`config.mk`:
```
export PLATFORM = sky130hd
export DESIGN_NAME = gs_smoother
export DESIGN_NICKNAME = d
export VERILOG_FILES = /design/src/rtl/gs_pkg.sv /design/src/rtl/gs_walker.sv /design/src/rtl/gs_stencil.sv /design/src/rtl/gs_smoother.sv
export SDC_FILE = /design/constraint.sdc
export NUM_CORES = 2
export LEC_CHECK = 0
export ABC_AREA = 1
export BUFFER_PORTS_ARGS = -buffer_cell sky130_fd_sc_hd__buf_4
export CORE_MARGIN = 8
export CORE_UTILIZATION = 65
export DETAILED_ROUTE_END_ITERATION = 10
export PLACE_DENSITY = 0.94
export SLEW_MARGIN = 15
export SYNTH_ARGS = -nofsm -noshare
export SYNTH_HDL_FRONTEND = slang
export SYNTH_SLANG_ARGS = --single-unit
```
`constraint.sdc`:
```
create_clock -name clk -period 21.9 [get_ports clk]
set_input_delay 1.095 -clock clk [delete_from_list [all_inputs] [get_ports clk]]
set_output_delay 1.095 -clock clk [all_outputs]
set_load 0.02 [all_outputs]
```
`src/rtl/gs_pkg.sv`:
```
package gs_pkg;

  typedef enum logic [1:0] {
    ST_IDLE,
    ST_RUN,
    ST_WR,
    ST_DONE
  } gs_state_e;

  // order in which the stencil operands are fetched
  localparam int NB_UP  = 0;
  localparam int NB_LF  = 1;
  localparam int NB_RT  = 2;
  localparam int NB_DN  = 3;
  localparam int NB_CT  = 4;
  localparam int NB_CNT = 5;

  function automatic int grid_side(input int lvl);
    return (1 << lvl) + 2;
  endfunction

endpackage

```
`src/rtl/gs_walker.sv`:
```
module gs_walker #(
  parameter int N   = 6,
  parameter int SWW = 8,
  parameter int IW  = 3
) (
  input  logic           clk,
  input  logic           rst,
  input  logic           load,
  input  logic [SWW-1:0] load_cnt,
  input  logic           advance,
  output logic [IW-1:0]  row,
  output logic [IW-1:0]  col,
  output logic           last_point,
  output logic           last_sweep
);

  localparam logic [IW-1:0] FIRST = IW'(1);
  localparam logic [IW-1:0] LAST  = IW'(N - 2);

  logic [SWW-1:0] left_q;

  always_ff @(posedge clk) begin
    if (rst) begin
      row    <= FIRST;
      col    <= FIRST;
      left_q <= '0;
    end else if (load) begin
      row    <= FIRST;
      col    <= FIRST;
      left_q <= load_cnt;
    end else if (advance) begin
      if (col == LAST) begin
        col <= FIRST;
        if (row == LAST) begin
          row    <= FIRST;
          left_q <= left_q - SWW'(1);
        end else begin
          row <= row + IW'(1);
        end
      end else begin
        col <= col + IW'(1);
      end
    end
  end

  assign last_point = (row == LAST) && (col == LAST);
  assign last_sweep = (left_q == SWW'(1));

  // a sweep may only end while at least one pass is still owed
  assert_sweep_bound_R4: assert property (@(posedge clk) disable iff (rst)
    (advance && last_point) |-> (left_q != '0));

  assert_walk_inside_R3: assert property (@(posedge clk) disable iff (rst)
    advance |-> (row >= FIRST && row <= LAST && col >= FIRST && col <= LAST));

endmodule

```
`src/rtl/gs_stencil.sv`:
```
module gs_stencil #(
  parameter int DW   = 16,
  parameter int FRAC = 8
) (
  input  logic signed [DW-1:0] up,
  input  logic signed [DW-1:0] dn,
  input  logic signed [DW-1:0] lf,
  input  logic signed [DW-1:0] rt,
  input  logic signed [DW-1:0] ct,
  input  logic signed [DW-1:0] f,
  input  logic signed [DW-1:0] h2,
  input  logic signed [DW-1:0] inv_h2,
  input  logic                 resid,
  output logic        [DW-1:0] result
);

  localparam int PW = 2 * DW + 4;

  logic signed [PW-1:0] sum, rhs, smooth, lap, scaled, res;

  always_comb begin
    sum    = PW'(up) + PW'(dn) + PW'(lf) + PW'(rt);
    rhs    = (PW'(h2) * PW'(f)) >>> FRAC;
    smooth = (sum + rhs) >>> 2;
    lap    = (PW'(ct) <<< 2) - sum;
    scaled = (lap * PW'(inv_h2)) >>> FRAC;
    res    = PW'(f) - scaled;
    result = resid ? res[DW-1:0] : smooth[DW-1:0];
  end

endmodule

```
`src/rtl/gs_smoother.sv`:
```
module gs_smoother #(
  parameter int L    = 2,
  parameter int DW   = 16,
  parameter int FRAC = 8,
  parameter int SWW  = 8,
  localparam int N   = gs_pkg::grid_side(L),
  localparam int AW  = $clog2(N * N)
) (
  input  logic           clk,
  input  logic           rst,
  input  logic           start,
  input  logic           mode_resid,
  input  logic [SWW-1:0] sweeps,
  input  logic [DW-1:0]  h2,
  input  logic [DW-1:0]  inv_h2,
  output logic [AW-1:0]  u_raddr,
  input  logic [DW-1:0]  u_rdata,
  output logic           u_we,
  output logic [AW-1:0]  u_waddr,
  output logic [DW-1:0]  u_wdata,
  output logic [AW-1:0]  f_raddr,
  input  logic [DW-1:0]  f_rdata,
  output logic           r_we,
  output logic [AW-1:0]  r_waddr,
  output logic [DW-1:0]  r_wdata,
  output logic           done
);
  import gs_pkg::*;

  localparam int IW = $clog2(N);
  localparam logic [AW-1:0] NA  = AW'(N);
  localparam logic [AW-1:0] ONE = AW'(1);
  localparam logic [2:0]    PH_CALC = 3'd6;

  gs_state_e st;
  logic [2:0]    ph;
  logic          mode_q;
  logic [DW-1:0] nb [NB_CNT];
  logic [DW-1:0] f_q;
  logic [AW-1:0] waddr_q;
  logic [DW-1:0] wdata_q;

  logic [IW-1:0] row, col;
  logic          last_point, last_sweep;
  logic          load, advance;
  logic [AW-1:0] ctr;
  logic [DW-1:0] alu_out;

  assign load    = (st == ST_IDLE) && start && (sweeps != '0);
  assign advance = (st == ST_WR);

  gs_walker #(.N(N), .SWW(SWW), .IW(IW)) i_walk (
    .clk(clk), .rst(rst), .load(load),
    .load_cnt(mode_resid ? SWW'(1) : sweeps),
    .advance(advance), .row(row), .col(col),
    .last_point(last_point), .last_sweep(last_sweep)
  );

  assign ctr = AW'(row) * NA + AW'(col);

  // operand fetch order follows the NB_* indices
  always_comb begin
    case (ph)
      3'd0:    u_raddr = ctr - NA;
      3'd1:    u_raddr = ctr - ONE;
      3'd2:    u_raddr = ctr + ONE;
      3'd3:    u_raddr = ctr + NA;
      default: u_raddr = ctr;
    endcase
  end
  assign f_raddr = ctr;

  gs_stencil #(.DW(DW), .FRAC(FRAC)) i_alu (
    .up(nb[NB_UP]), .dn(nb[NB_DN]), .lf(nb[NB_LF]), .rt(nb[NB_RT]),
    .ct(nb[NB_CT]), .f(f_q), .h2(h2), .inv_h2(inv_h2),
    .resid(mode_q), .result(alu_out)
  );

  always_ff @(posedge clk) begin
    if (rst) begin
      st      <= ST_IDLE;
      ph      <= '0;
      mode_q  <= 1'b0;
      f_q     <= '0;
      waddr_q <= '0;
      wdata_q <= '0;
      u_we    <= 1'b0;
      r_we    <= 1'b0;
      done    <= 1'b0;
      for (int k = 0; k < NB_CNT; k++) nb[k] <= '0;
    end else begin
      done <= 1'b0;
      u_we <= 1'b0;
      r_we <= 1'b0;
      case (st)
        ST_IDLE: if (start) begin
          mode_q <= mode_resid;
          ph     <= '0;
          if (sweeps == '0) begin
            st   <= ST_DONE;
            done <= 1'b1;
          end else begin
            st <= ST_RUN;
          end
        end
        ST_RUN: begin
          ph <= ph + 3'd1;
          for (int k = 0; k < NB_CNT; k++)
            if (ph == 3'(k + 1)) nb[k] <= u_rdata;
          if (ph == 3'd1) f_q <= f_rdata;
          if (ph == PH_CALC) begin
            waddr_q <= ctr;
            wdata_q <= alu_out;
            u_we    <= !mode_q;
            r_we    <= mode_q;
            st      <= ST_WR;
          end
        end
        ST_WR: begin
          ph <= '0;
          if (last_point && last_sweep) begin
            st   <= ST_DONE;
            done <= 1'b1;
          end else begin
            st <= ST_RUN;
          end
        end
        default: st <= ST_IDLE;
      endcase
    end
  end

  assign u_waddr = waddr_q;
  assign r_waddr = waddr_q;
  assign u_wdata = wdata_q;
  assign r_wdata = wdata_q;

  assert_one_target_R5: assert property (@(posedge clk) disable iff (rst)
    !(u_we && r_we));

  assert_mode_target_R5: assert property (@(posedge clk) disable iff (rst)
    (u_we |-> !mode_q) and (r_we |-> mode_q));

  assert_done_pulse_R6: assert property (@(posedge clk) disable iff (rst)
    done |=> !done);

  assert_zero_sweeps_R7: assert property (@(posedge clk) disable iff (rst)
    (st == ST_IDLE && start && sweeps == '0) |=> (done && !u_we && !r_we));

  assert_interior_only_R3: assert property (@(posedge clk) disable iff (rst)
    (u_we || r_we) |-> (int'(waddr_q) % N != 0 && int'(waddr_q) % N != N - 1 &&
                        int'(waddr_q) / N != 0 && int'(waddr_q) / N != N - 1));

  // a write is never followed by another write, leaving room for read-back
  assert_write_gap_R2: assert property (@(posedge clk) disable iff (rst)
    (u_we || r_we) |=> !(u_we || r_we));

endmodule

```
* Word level (Yosys, flattened, before mapping) *
Memory sizes are Yosys's and may differ from the RTL's.
Cells that the tools add are included.
Widths: inputs -> output; s select.

operators by class
  bitwise gates (word level) = 7
  add/sub/neg operators = 15
  reductions and logical operators = 22
  muxes and demuxes = 47
  multipliers = 3
  equality and inequality tests = 13

operators with widths
  kind                 number
  $mux 16              6
  $mux 8               5
  $add 36x16->36       1
  $mul 36x16->24       1
  $sub 18x36->36       1
  $mul 16x16->26       1
  $mux 1               25
  $pmux 6 s4           1
  $add 17x16->18       1
  $add 18x18->18       1
  $add 16x16->17       1
  $sub 16x16->16       1
  $eq 3x3->1 const B   5
  $reduce_and 2->1     6
  $add 3x1->3 const B  3
  $mux 3               3
  $pmux 3 s3           1
  $eq 8x1->1 const B   1
  $logic_not 8->1      1
  $mux 2               4
  $reduce_bool 8->1    1
  $sub 8x1->8 const B  1
  $add 6x1->6 const B  1
  $add 6x3->6          1
  other kinds (22)     34

storage, ports and cells
  output and inout port bits = 59
  memories = 1
  word-level logic and storage cells = 120
  memory bits (writable) = 80
  bits in registers = 61

memory list
  name  words  width  rd ports  clocked after memory_dff  wr ports  line               RTL
  nb    5      16     5         0                         5         gs_smoother.sv:38  logic [DW-1:0] nb [NB_CNT];

* Longest topological paths before layout *
An unclocked memory read counts as a cell.

  depth in word-level cells = 8
  gate-level depth with buffers = 69
  depth with buffers taken out = 69

* Hierarchy *
From an unflattened synthesis, not the netlist that was laid out.

unflattened totals
  cell total of the unflattened synthesis = 3511
  area total of the unflattened synthesis = 27037.2 sq um

modules (own cells, without submodules)
  module       seq. area each (sq um)  instances  area each (sq um)  cells each
  gs_stencil   0.0                     1          20840.0            2868
  gs_smoother  3343.2                  1          5297.6             509
  gs_walker    280.3                   1          899.6              134

* Least setup slack after synthesis *
Ideal clock, no wire load.

  path kind = flip-flop to flip-flop
  start point = memory nb[1][1]
  end point = register wdata_q[15] (netlist: r_wdata[15])
  cell stages (with the launch flop) = 66
  library setup time = 122 ps
  data required time = 21778 ps
  period minus slack after synthesis = 10594 ps
  slack = 11306 ps
  buffers on the path = 0
  data arrival time = 10472 ps
  cell sequence = edfxtp_1 inv_1 fa_1 inv_1 ha_1 fa_1 nand3_1 nand2_1 a21oi_1 o21bai_1 a21oi_1 o21bai_1 a21oi_1 inv_1 a21oi_1 nand3b_1 nand2_1 a21oi_1 [... 30 more ...] ha_1 nand2_1 inv_1 a221oi_1 nand2_1 xor2_1 ha_1 nand2_1 nor2_1 nor2_1 o211ai_1 nand3b_1 nand2_1 nand3_1 nand2_1 nand2_1 nand3_2 a21oi_2

RTL lines
  element                 line                RTL
  start: declaration      gs_smoother.sv:38
  end signal: assignment  gs_smoother.sv:113  wdata_q <= alu_out;
  end: declaration        gs_smoother.sv:41   logic [DW-1:0] wdata_q;

==> results.ini <==
[hold_path]
holdPathEnd = r_waddr[3]
min_path_type = register to register
hold_depth = 2
hold_path_startpoint = r_waddr[3]

[yosys]
synth_area_leaders = fa_1 (31%), inv_1 (12%), ha_1 (12%)
yosysSeqAreaShare_pct = 13.4
synth.avg_cell_area_um2 = 7.88
netlist_instances = 3432
postSynth.asyncResetShare_pct = 0
ys.flop_type = edfxtp_1
ys_types = 58
syn_area_um2 = 27000
synth_edf_count = 80
yosys.area.top_type = fa_1
synth_top_area_share_pct = 31.2
ys_warn_count = 0
synth_nets = 4179
synth_seq_cells = 141

[setup_path]
path_delay_family = adder cells
startpoint_type = register
reg2reg_to = r_wdata[15]
rr_startpoint = nb[1][1]
reg2reg_depth = 61
crit_type = register to register
arrival_ns = 12.99
crit_path_end_kind = register
critPathMaxStageDelay_ns = 0.57
r2r_slack_ns = 9.29
crit_start = nb[1][1]
cp_common_cell = inv_1
timing.critical_path.fanout_max = 8
path_buf_inv = 10
cp.required_ns = 22.28
crit_slowest_cell = fa_1

[timing]
timing.final.ws_setup_ns = 9.29
grt_setup_unrepaired = false
setup_violations = 0
finalSetupTns_ns = 0
fmax_ghz = 0.0793
skew_ns = 0.0158
slew_headroom_pct = 28.3
period_needed_ns = 12.61
hold_violations = 0
tightestPinTransition_ns = 1.07
final_max_slew_viol_count = 0
fin_crit_sh_pct = 57.6

[grt]
grt_first_pass_wirelength_mm = 121
overflow = 0
grt_max_degree = 51
grt_pass1_vias = 24400
grt.total_usage_pct = 31.4
antenna_found_initial = 2

[status]
status = finished clean

[clocking]
cts_resized = 0
post-cts-setup-buffer-count = 0
cts.sinks = 141
clock-root-buffer = clkbuf_16
hold_buffers = 0
clk_pin_slew_ns = 0.07
cts_tree = built
clk_latency_ns = 0.44
cts_buffer_depth = 2
htree_levels = 4
numCtsBuffers = 17

[final_layout]
fillCellCount = 2888
drive_gt1_share_pct = 8.63
area_growth_pct = 6.95
multiInputGateArea_um2 = 19500
nNetsFinal = 4233
ff_latch_area_um2 = 3620

[placement]
pre_cts_slack_ns = 9.56
hpwl_mm = 59.4
portBuffers = 134
place.gp.congestion = 0.993

[detailed_routing]
drtIter0Drc = 2302
routed_wl_mm = 73.6
wl_per_cell_um = 18.2
viasPerCell = 5.75
drtAntennaViolNets = 0
drtPass1Iterations = 6
vias = 23200
drc = 0

[flow_run]
maxCapViolCount = 0

[floorplanning]
fp.coreArea_um2 = 40900
die_area_um2 = 48400
die_y_um = 220
die_w_um = 220
start_util_pct = 66.1
top_level_ports = 135
rows = 74

cell families after synthesis:
logic type      share of synthesized area (%)
compound gates                           7.52
fa+ha+maj                                42.8
flops                                    13.4
buf+inv                                  14.5
simple gates                             18.0
xor+xnor                                 3.91
flip-flops by register name, summed over array words and instances (netlist names):
register	flops
i_walk.row	3
r_we	1
i_walk.col	3
done	1
u_we	1
f_q	16
r_waddr	6
nb	80
r_wdata	16
st	2
mode_q	1
i_walk.left_q	8
ph	3
placed cells by master, fill, tap and decap left out, types with 80 or more instances in the layout:
cell,synthesis,layout
nand2_1,675,675
fa_1,422,422
a21oi_1,147,147
ha_1,249,249
edfxtp_1,80,80
o21ai_0,96,94
nand3_1,90,90
buf_4,24,152
nor2_1,227,226
inv_1,877,877
synth_stat cells, drive strengths merged, types with 11 or more instances:
cell type	n
nor2	238
o211ai	11
clkbuf	88
xnor2	49
a21oi	153
or2	19
nand4	25
fa	422
nor3	16
xor2	71
nand3	110
o21ai	108
ha	249
dfxtp	61
buf	29
nand2	712
edfxtp	80
inv	894
o21bai	13
a31oi	25
how the worst max path moves through the flow:
stage | to | slack, ns | cells after the start
floorplan | r_wdata[15] | 11.31 | 65
global placement | r_wdata[15] | 9.93 | 60
detailed placement | r_wdata[15] | 9.56 | 61
CTS | r_wdata[15] | 9.45 | 61
global route | r_wdata[14] | 8.45 | 62
finish | r_wdata[15] | 9.29 | 61
metrics by stage:
step	instance area [um2]	instances	utilization, %	hold slack, ns
after global routing	28900	4032	70.7	0.548
after CTS	28900	4031	70.7	0.535
after global placement	28300	3999	69.2	0.497
final	28900	4032	70.7	0.535
after floorplan	27000	3432	-	0.468
after detailed placement	28300	3999	69.2	0.507
area by class of cell:
| class | count | share of cell area, % |
|---|---|---|
| clock buffer | 20 | 1.66 |
| sequential | 141 | 12.5 |
| inverter | 899 | 11.7 |
| antenna | 1 | 0.00865 |
| clock inverter | 12 | 0.424 |
| timing repair buffer | 152 | 3.94 |
| multi-input combinational | 2275 | 67.5 |
| tap | 532 | 2.30 |
worst reg2reg max path: cells and delay by family (launching register included):
| kind | cells | cell delay, ns |
|---|---|---|
| AND/OR/NAND/NOR | 22 | 2.41 |
| adder cells (fa/ha/maj) | 13 | 5.68 |
| flip-flops | 1 | 0.32 |
| XOR/XNOR | 3 | 1.04 |
| AO/OA/AOI/OAI | 13 | 2.16 |
| buffers and inverters | 10 | 0.95 |
layer usage:
metal | GRT usage [%] | vias up | share of wire, %
met5 | 0 | - | 0.015
met4 | 16.3 | 2 | 5.4
met3 | 6.69 | 339 | 12
met2 | 51.1 | 1469 | 47
met1 | 39.1 | 10900 | 36
li1 | - | 10400 | -
Power is not shown: default switching activity piles up to over one toggle a cycle in this logic, so the estimate is an artifact.
